### src/rtl/lslice_pkg.sv
package lslice_pkg;

    localparam int LUT_K = 4;
    localparam int LUT_N = 1 << LUT_K;

    typedef enum logic [1:0] {
        MODE_LOGIC = 2'd0,
        MODE_RAM   = 2'd1,
        MODE_SHIFT = 2'd2,
        MODE_SPARE = 2'd3
    } lut_mode_e;

    // per-cell option word, MSB first as it sits in the chain
    typedef struct packed {
        logic             out_reg;
        logic             d_direct;
        lut_mode_e        mode;
        logic [LUT_N-1:0] table_bits;
    } cell_cfg_t;

    localparam int CELL_CFG_W = $bits(cell_cfg_t);

    typedef struct packed {
        logic sr_to_one;
        logic latch_mode;
        logic sr_act_high;
        logic ce_act_high;
        logic clk_falling;
    } slice_cfg_t;

    localparam int SLICE_CFG_W = $bits(slice_cfg_t);

    // shared control decoded once per slice
    typedef struct packed {
        logic cfg_busy;
        logic cfg_done;
        logic act_edge;
        logic gate_open;
        logic ce_on;
        logic sr_on;
        logic sr_val;
        logic latch_mode;
    } slice_ev_t;

endpackage

### src/rtl/lslice_ctrl.sv
module lslice_ctrl
    import lslice_pkg::*;
(
    input  logic      clk,
    input  logic      rst_n,
    input  logic      cfg_en,
    input  logic      cfg_si,
    input  logic      sclk,
    input  logic      sce,
    input  logic      ssr,
    output slice_ev_t ev
);

    typedef struct packed {
        slice_cfg_t cfg;
        logic       sclk_prev;
        logic       cfg_en_prev;
    } ctrl_st_t;

    ctrl_st_t st_q, st_d;
    logic [SLICE_CFG_W-1:0] cfg_bits;
    logic level_act;

    assign cfg_bits = st_q.cfg;

    always_comb begin
        st_d             = st_q;
        st_d.sclk_prev   = sclk;
        st_d.cfg_en_prev = cfg_en;
        if (cfg_en) begin
            st_d.cfg = slice_cfg_t'({cfg_bits[SLICE_CFG_W-2:0], cfg_si});
        end
    end

    always_ff @(posedge clk or negedge rst_n) begin
        if (!rst_n) begin
            st_q <= '0;
        end else begin
            st_q <= st_d;
        end
    end

    always_comb begin
        level_act     = sclk ^ st_q.cfg.clk_falling;
        ev.cfg_busy   = cfg_en;
        ev.cfg_done   = !cfg_en && st_q.cfg_en_prev;
        ev.act_edge   = level_act && (sclk != st_q.sclk_prev);
        ev.gate_open  = level_act;
        ev.ce_on      = (sce == st_q.cfg.ce_act_high);
        ev.sr_on      = (ssr == st_q.cfg.sr_act_high);
        ev.sr_val     = st_q.cfg.sr_to_one;
        ev.latch_mode = st_q.cfg.latch_mode;
    end

endmodule

### src/rtl/lslice_cell.sv
module lslice_cell
    import lslice_pkg::*;
(
    input  logic             clk,
    input  logic             rst_n,
    input  slice_ev_t        ev,
    input  logic             cfg_si,
    output logic             cfg_so,
    input  logic [LUT_K-1:0] sel,
    input  logic             din,
    input  logic             we,
    input  logic             byp,
    output logic             y_o,
    output logic             q_o
);

    typedef struct packed {
        cell_cfg_t cfg;
        logic      q;
    } cell_st_t;

    cell_st_t st_q, st_d;
    logic [CELL_CFG_W-1:0] cfg_bits;
    logic lut_o;
    logic d_sel;
    logic upd;

    assign cfg_bits = st_q.cfg;
    assign cfg_so   = cfg_bits[CELL_CFG_W-1];
    assign lut_o    = st_q.cfg.table_bits[sel];
    assign d_sel    = st_q.cfg.d_direct ? byp : lut_o;
    assign upd      = ev.latch_mode ? ev.gate_open : ev.act_edge;

    always_comb begin
        st_d = st_q;
        if (ev.cfg_busy) begin
            st_d.cfg = cell_cfg_t'({cfg_bits[CELL_CFG_W-2:0], cfg_si});
        end else if (ev.cfg_done) begin
            st_d.q = 1'b0;
        end else begin
            if (ev.act_edge && ev.ce_on) begin
                case (st_q.cfg.mode)
                    MODE_RAM: begin
                        if (we) begin
                            st_d.cfg.table_bits[sel] = din;
                        end
                    end
                    MODE_SHIFT: begin
                        st_d.cfg.table_bits = {st_q.cfg.table_bits[LUT_N-2:0], din};
                    end
                    default: begin
                    end
                endcase
            end
            if (upd) begin
                if (ev.sr_on) begin
                    st_d.q = ev.sr_val;
                end else if (ev.ce_on) begin
                    st_d.q = d_sel;
                end
            end
        end
    end

    always_ff @(posedge clk or negedge rst_n) begin
        if (!rst_n) begin
            st_q <= '0;
        end else begin
            st_q <= st_d;
        end
    end

    assign q_o = st_q.q;
    assign y_o = st_q.cfg.out_reg ? st_q.q : lut_o;

endmodule

### src/rtl/lslice_top.sv
module lslice_top
    import lslice_pkg::*;
#(
    parameter int NCELL = 2
) (
    input  logic                   clk,
    input  logic                   rst_n,
    input  logic                   cfg_en,
    input  logic                   cfg_din,
    input  logic                   sclk,
    input  logic                   sce,
    input  logic                   ssr,
    input  logic [NCELL*LUT_K-1:0] lut_in,
    input  logic [NCELL-1:0]       wr_data,
    input  logic [NCELL-1:0]       wr_en,
    input  logic [NCELL-1:0]       byp_in,
    output logic [NCELL-1:0]       y_out,
    output logic [NCELL-1:0]       q_out
);

    slice_ev_t      ev;
    logic [NCELL:0] chain;

    // serial path: cfg_din -> cell NCELL-1 -> ... -> cell 0 -> shared control
    assign chain[NCELL] = cfg_din;

    lslice_ctrl i_ctrl (
        .clk    (clk),
        .rst_n  (rst_n),
        .cfg_en (cfg_en),
        .cfg_si (chain[0]),
        .sclk   (sclk),
        .sce    (sce),
        .ssr    (ssr),
        .ev     (ev)
    );

    for (genvar k = 0; k < NCELL; k++) begin : g_cell
        lslice_cell i_cell (
            .clk    (clk),
            .rst_n  (rst_n),
            .ev     (ev),
            .cfg_si (chain[k+1]),
            .cfg_so (chain[k]),
            .sel    (lut_in[k*LUT_K +: LUT_K]),
            .din    (wr_data[k]),
            .we     (wr_en[k]),
            .byp    (byp_in[k]),
            .y_o    (y_out[k]),
            .q_o    (q_out[k])
        );
    end

endmodule

### config.mk
export PLATFORM = sky130hd
export DESIGN_NAME = lslice_top
export DESIGN_NICKNAME = d
export VERILOG_FILES = /design/src/rtl/lslice_pkg.sv /design/src/rtl/lslice_ctrl.sv /design/src/rtl/lslice_cell.sv /design/src/rtl/lslice_top.sv
export SDC_FILE = /design/constraint.sdc
export NUM_CORES = 1
export LEC_CHECK = 0
export BUFFER_PORTS_ARGS = -buffer_cell sky130_fd_sc_hd__buf_2
export CORE_ASPECT_RATIO = 0.7
export CORE_MARGIN = 2
export CORE_UTILIZATION = 40
export CTS_CLUSTER_DIAMETER = 80
export CTS_CLUSTER_SIZE = 40
export DETAILED_ROUTE_END_ITERATION = 16
export HOLD_SLACK_MARGIN = 0.02
export PLACE_DENSITY = 0.56
export SLEW_MARGIN = 20
export SYNTH_ARGS = -nofsm -noshare
export SYNTH_HDL_FRONTEND = slang
export SYNTH_SLANG_ARGS = --single-unit
### constraint.sdc
create_clock -name clk -period 1.7 [get_ports clk]
set_input_delay 0 -clock clk [delete_from_list [all_inputs] [get_ports clk]]
set_output_delay 0 -clock clk [all_outputs]
set_load 0.02 [all_outputs]
# Word level (Yosys, flattened, before mapping)

Cells that the tools add are included.

Memories: 0
Input bits: 21
Latch bits: 0
Register bits: 49
RAM bits: 0
Bits in read-only memories: 0
Logic and storage cells: 80

Bitwise logic cells: 2
Order comparisons: 4
Divide/modulo/power cells: 0
Add/sub/neg operators: 0
Multiplexer cells: 33
Reductions and logical operators: 14
Equal/unequal tests: 10
$mul: 0
Shifts and indexed selects: 0

Operators by type and width:

| operator           | count |
|---|---|
| $mux 16            | 8 |
| $pmux 16 s2        | 2 |
| $bwmux 16          | 2 |
| $mux 1             | 17 |
| $lt 4x5->1 const B | 2 |
| $reduce_bool 3->1  | 3 |
| $bmux 1 s4         | 2 |
| $demux 1 s4        | 2 |
| $ge 4x1->1 const B | 2 |
| $reduce_and 4->1   | 2 |
| $ne 3x3->1 const B | 2 |
| $logic_and 1x1->1  | 5 |
| $eq 2x1->1 const B | 2 |
| $eq 2x2->1 const B | 2 |
| $reduce_bool 2->1  | 2 |
| $reduce_and 3->1   | 1 |
| $eq 1x1->1         | 2 |
| $ne 2x2->1 const B | 1 |
| $logic_not 1->1    | 1 |
| $ne 1x1->1         | 1 |
| $not 1->1          | 1 |
| $xor 1x1->1        | 1 |

# Depth between registers and ports, before layout

Depth in word-level cells: 10
Depth in mapped cells: 7
Gate-level depth less buffers: 5

# Modules after synthesis

Synthesis repeated with hierarchy kept, for this count alone.

Cells, all modules: 349
Area, all modules: 3370.7 µm²

Modules (own cells, without submodules):

| module                          | area each (µm²) | cells each | seq. area each (µm²) | instances |
|---|---|---|---|---|
| lslice_cell at g_cell[1].i_cell | 1531.5          | 163        | 525.5                | 1 |
| lslice_cell at g_cell[0].i_cell | 1524.0          | 163        | 525.5                | 1 |
| lslice_ctrl                     | 315.3           | 23         | 175.2                | 1 |

# Worst setup path after synthesis

Ideal clock, no wire load.

Path kind: register to register
Start: reg i_ctrl.st_q, in the netlist i_ctrl.cfg_bits[0]
End: reg g_cell[0].i_cell.st_q, in the netlist g_cell[0].i_cell.cfg_bits[0]
Arrival: 1.671 ns
Path buffers: 1
Setup time: 0.127 ns
Cell stages (with the launch flop): 7
Required time: 1.573 ns
Setup slack: -0.099 ns
Clock period less this slack: 1.799 ns
Cell sequence: dfrtp_1 > or3b_4 > a211oi_2 > a21o_1 > buf_6 > o21ai_2 > mux2_1

Longest elaborated chain between the ends: 5

Ends and longest elaborated chain:

| element                     | RTL line          | source |
|---|---|---|
| start: declaration          | lslice_ctrl.sv:20 | `ctrl_st_t st_q, st_d;` |
| start signal: assignment    | lslice_ctrl.sv:39 | `st_q <= st_d;` |
| $xor 1x1->1                 | lslice_ctrl.sv:44 | `level_act = sclk ^ st_q.cfg.clk_falling;` |
| $logic_and 1x1->1           | lslice_ctrl.sv:47 | `ev.act_edge = level_act && (sclk != st_q.sclk_prev);` |
| $logic_and 1x1->1           | lslice_cell.sv:41 | `if (ev.act_edge && ev.ce_on) begin` |
| $reduce_bool 2->1 (no line) | --                |  |
| $reduce_and 4->1 (no line)  | --                |  |
| end signal: assignment      | lslice_cell.sv:69 | `st_q <= st_d;` |
| end: declaration            | lslice_cell.sv:22 | `cell_st_t st_q, st_d;` |

No other way between the ends.
A chain may end at the register's enable or synchronous reset.

# Worst setup path in the final report

Start: reg i_ctrl.st_q[1] (netlist bit)
End: reg g_cell[0].i_cell.st_q, in the netlist g_cell[0].i_cell.cfg_bits[0]

Longest elaborated chain between the ends: 5

Ends and longest elaborated chain:

| element                     | RTL line |
|---|---|
| $ne 1x1->1                  | lslice_ctrl.sv:47 |
| $logic_and 1x1->1           | lslice_ctrl.sv:47 |
| $logic_and 1x1->1           | lslice_cell.sv:41 |
| $reduce_bool 2->1 (no line) | -- |
| $reduce_and 4->1 (no line)  | -- |

No other way between the ends.

==> results.sh <==
export IMPL_worstMarginPinSlew_ns=0.502
export IMPL_pwr_share_clk=0.171
export IMPL_fin_util=0.506
export IMPL_yosys_area_top_type="dfrtp_1"
export IMPL_period_share=1.06
export IMPL_vdd_drop_max_mv=0.580
export IMPL_p_switching_mw=1.78
export IMPL_maxCapViolCount=0
export IMPL_syn_area_mm2=0.00291
export IMPL_clock_sinks=49
export IMPL_grtUsageTotal=0.184
export IMPL_hold_end="g_cell[1].i_cell.cfg_bits[0]"
export IMPL_r2r_cells=5
export IMPL_cp_cell_sequence="or3b_4, a211oi_4, a21o_4, o21ai_2, mux2_4"
export IMPL_antenna_found_initial=0
export IMPL_clk_latency_ns=0.30
export IMPL_min_path_type="in2reg"
export IMPL_fp_dieW_um=106
export IMPL_vias_per_cell=5.79
export IMPL_ys_types=36
export IMPL_wl_per_cell_um=16.5
export IMPL_postSynthCellCount=314
export IMPL_violations="setup timing"
export IMPL_fp_row_count=25
export IMPL_setup_violations=32
export IMPL_final_max_slew_viol_count=0
export IMPL_synth_top_area_frac=0.422
export IMPL_fill_cells=662
export IMPL_cts_buffers=5
export IMPL_core_region_area_mm2=0.00688
export IMPL_pwr_share_comb=0.410
export IMPL_synth_seq_cells=49
export IMPL_syn_avg_cell_area_um2=9.26
export IMPL_multiInputGateArea_mm2=0.00160
export IMPL_rrSetupSlack_ns=-0.09
export IMPL_synth_edff_count=0
export IMPL_critPathCaptureType="flip-flop"
export IMPL_max_stage_delay_ns=0.41
export IMPL_synth_area_leaders="dfrtp_1 42%, a21oi_1 10%, o21ai_0 7.1%, mux4_2 6.2%, mux2_2 5.8%"
export IMPL_antenna_left=0
export IMPL_seq_area_frac_synth=0.422
export IMPL_io_buffers=24
export IMPL_grt_max_degree=34
export IMPL_hold_path_startpoint="cfg_din"
export IMPL_synthArstFlopShare=1.00
export IMPL_antenna_cells=0
export IMPL_drc=0
export IMPL_dieArea_mm2=0.00798
export IMPL_io_pins=25
export IMPL_path_buf_inv=0
export IMPL_grt_pass1_wl_um=11400
export IMPL_rsz0062_at_grt="yes"
export IMPL_syn2layout_area_growth_pct=19.7
export IMPL_dominantRegCellSynth="dfrtp_1"
export IMPL_status="finished with violations"
export IMPL_finish_instance_area_mm2=0.00348
export IMPL_skew_ns=0.00797
export IMPL_place_gp_congestion=0.821
export IMPL_cts_max_path_buffers=2
export IMPL_worst_hold_slack_ns=0.0397
export IMPL_critPathTopFamily="compound AO/OA/AOI/OAI gates"
export IMPL_drt_pass1_iterations=5
export IMPL_fin_tns_setup_ns=-0.865
export IMPL_drt_wl_total_um=7250
export IMPL_hold_path_depth=4
export IMPL_critPathMaxFanout=3
export IMPL_htreeDepth=2
export IMPL_die_height_um=75.4
export IMPL_tritoncts="yes"
export IMPL_synth_nets=335
export IMPL_final_cell_mix="58 x a21oi_1, 49 x dfrtp_1, 34 x o21ai_0, 27 x o22ai_1, 22 x buf_2"
export IMPL_start_util=0.423
export IMPL_layout_setup_ws_ns=-0.0948
export IMPL_p_int_mw=3.19
export IMPL_total_power_mw=4.97
export IMPL_num_vias=2547
export IMPL_initialDrtViolationCount=168
export IMPL_grt_pass1_vias=2182
export IMPL_critPathLaunchType="flip-flop"
export IMPL_final_hold_violation_count=0
export IMPL_post_route_min_period_ns=1.79
export IMPL_p_per_area_mw_per_mm2=1430
export IMPL_yosys_warnings=0
export IMPL_cpMaxStageDelayCell="or3b_4"
export IMPL_p_leak_nw=1.30
export IMPL_cp_arrival_ns=1.99
export IMPL_clkSlewWorstSetupHoldPaths_ns=0.10
export IMPL_worstPathRequired_ns=1.90
export IMPL_layout_commonest_cell="a21oi_1"
export IMPL_gr_total_overflow=0
export IMPL_slew_limit_headroom=0.665
export IMPL_path_class="reg2reg"
export IMPL_place_area_mm2=0.00313
export IMPL_seqCellArea_mm2=0.00123
export IMPL_root_buffer="clkbuf_8"
export IMPL_max_freq_ghz=0.557
export IMPL_hpwlAfterDp_um=4690
export IMPL_r2r_start="i_ctrl.st_q[1]"
export IMPL_drive_gt1_frac=0.277
export IMPL_nets=366
export IMPL_p_sw_frac=0.358
export IMPL_seqPwrFrac=0.419
export IMPL_r2r_end="g_cell[0].i_cell.cfg_bits[0]"
## flip-flops by register name (all words and copies together), names as in the netlist
name / cells
i_ctrl.ev: 2
g_cell.i_cell.cfg_so: 2
g_cell.i_cell.cfg_bits: 38
i_ctrl.cfg_bits: 3
g_cell.i_cell.q_o: 2
i_ctrl.st_q: 2
## synth_stat cells, types with 5 or more instances
cell and count:
o22ai_1 27, mux4_2 8, buf_2 9, mux2_2 15, clkbuf_1 10, buf_4 5
o21ai_0 41, a21oi_1 59, dfrtp_1 49, nand3b_1 6, nor2_1 10, nand2_1 21
nand2b_1 11
## power by group through the flow
stage | clock, mW | sequential [mW] | combinational [mW]
floorplan | 0 | 1.98 | 1.35
global placement | 0 | 2.12 | 1.62
detailed placement | 0 | 2.12 | 1.65
CTS | 0.883 | 2.07 | 1.92
global route | 0.933 | 2.14 | 2.26
finish | 0.852 | 2.08 | 2.04
## stage by stage
stage | setup WS [ns] | cells
4_1_cts | -0.0620 | 435
3_5_place_dp | -0.0756 | 415
5_1_grt | -0.160 | 440
2_1_floorplan | -0.0451 | 314
6_report | -0.0948 | 440
3_3_place_gp | -0.0426 | 415
## logic make-up (layout without fill, tap and decap cells)
logic type / after synthesis / count (layout) / synth area share
compound gates: 141 / 141 / 0.268
xor+xnor: 3 / 3 / 0.00903
buf+inv: 28 / 60 / 0.0490
flops: 49 / 49 / 0.422
mux: 25 / 25 / 0.127
simple gates: 68 / 68 / 0.125
## worst max-delay path by stage
| stage | end | cells after the start | slack (ns) | start |
|---|---|---|---|---|
| after CTS | y_out[1] | 5 | -0.06 | g_cell[1].i_cell.cfg_bits[10] |
| after global placement | g_cell[0].i_cell.cfg_bits[0] | 5 | -0.04 | i_ctrl.st_q[1] |
| after detailed placement | g_cell[0].i_cell.cfg_bits[0] | 5 | -0.08 | i_ctrl.st_q[1] |
| after global routing | g_cell[1].i_cell.cfg_bits[10] | 6 | -0.16 | i_ctrl.st_q[1] |
| final | g_cell[0].i_cell.cfg_bits[0] | 5 | -0.09 | i_ctrl.st_q[1] |
| after floorplan | g_cell[0].i_cell.cfg_bits[0] | 6 | -0.05 | i_ctrl.cfg_bits[0] |
## timing repair
item                                   4_1_cts  5_1_grt
gates cloned                                 0        2
endpoints found under the hold margin       20        0
setup endpoints to repair                   32       35
buffers inserted                            10        3
hold buffers                                 2        0
resized for setup                           10       15
pin swaps                                    3        7
## layer usage
| layer | track usage | vias to the layer above | wire (um) |
|---|---|---|---|
| met5 | 0 | - | 0 |
| met4 | 0.0395 | 0 | 28 |
| met3 | 0.0368 | 2 | 407 |
| met2 | 0.249 | 69 | 2980 |
| met1 | 0.299 | 1242 | 3830 |
| li1 | - | 1234 | - |
## worst register-to-register path, stage by stage (launching register included)
cell	delay [ns]
dfrtp_1	0.39
or3b_4	0.41
a211oi_4	0.31
a21o_4	0.21
o21ai_2	0.07
mux2_4	0.30
## cell type report
type	instances	share of cell area
Timing Repair Buffer	50	0.120
Inverter	2	0.00216
Sequential cell	49	0.352
Multi-Input combinational cell	237	0.460
Tap cell	94	0.0338
Clock buffer	6	0.0208
Clock inverter	2	0.0111
Note: power is estimated with default switching activity, not from simulation.
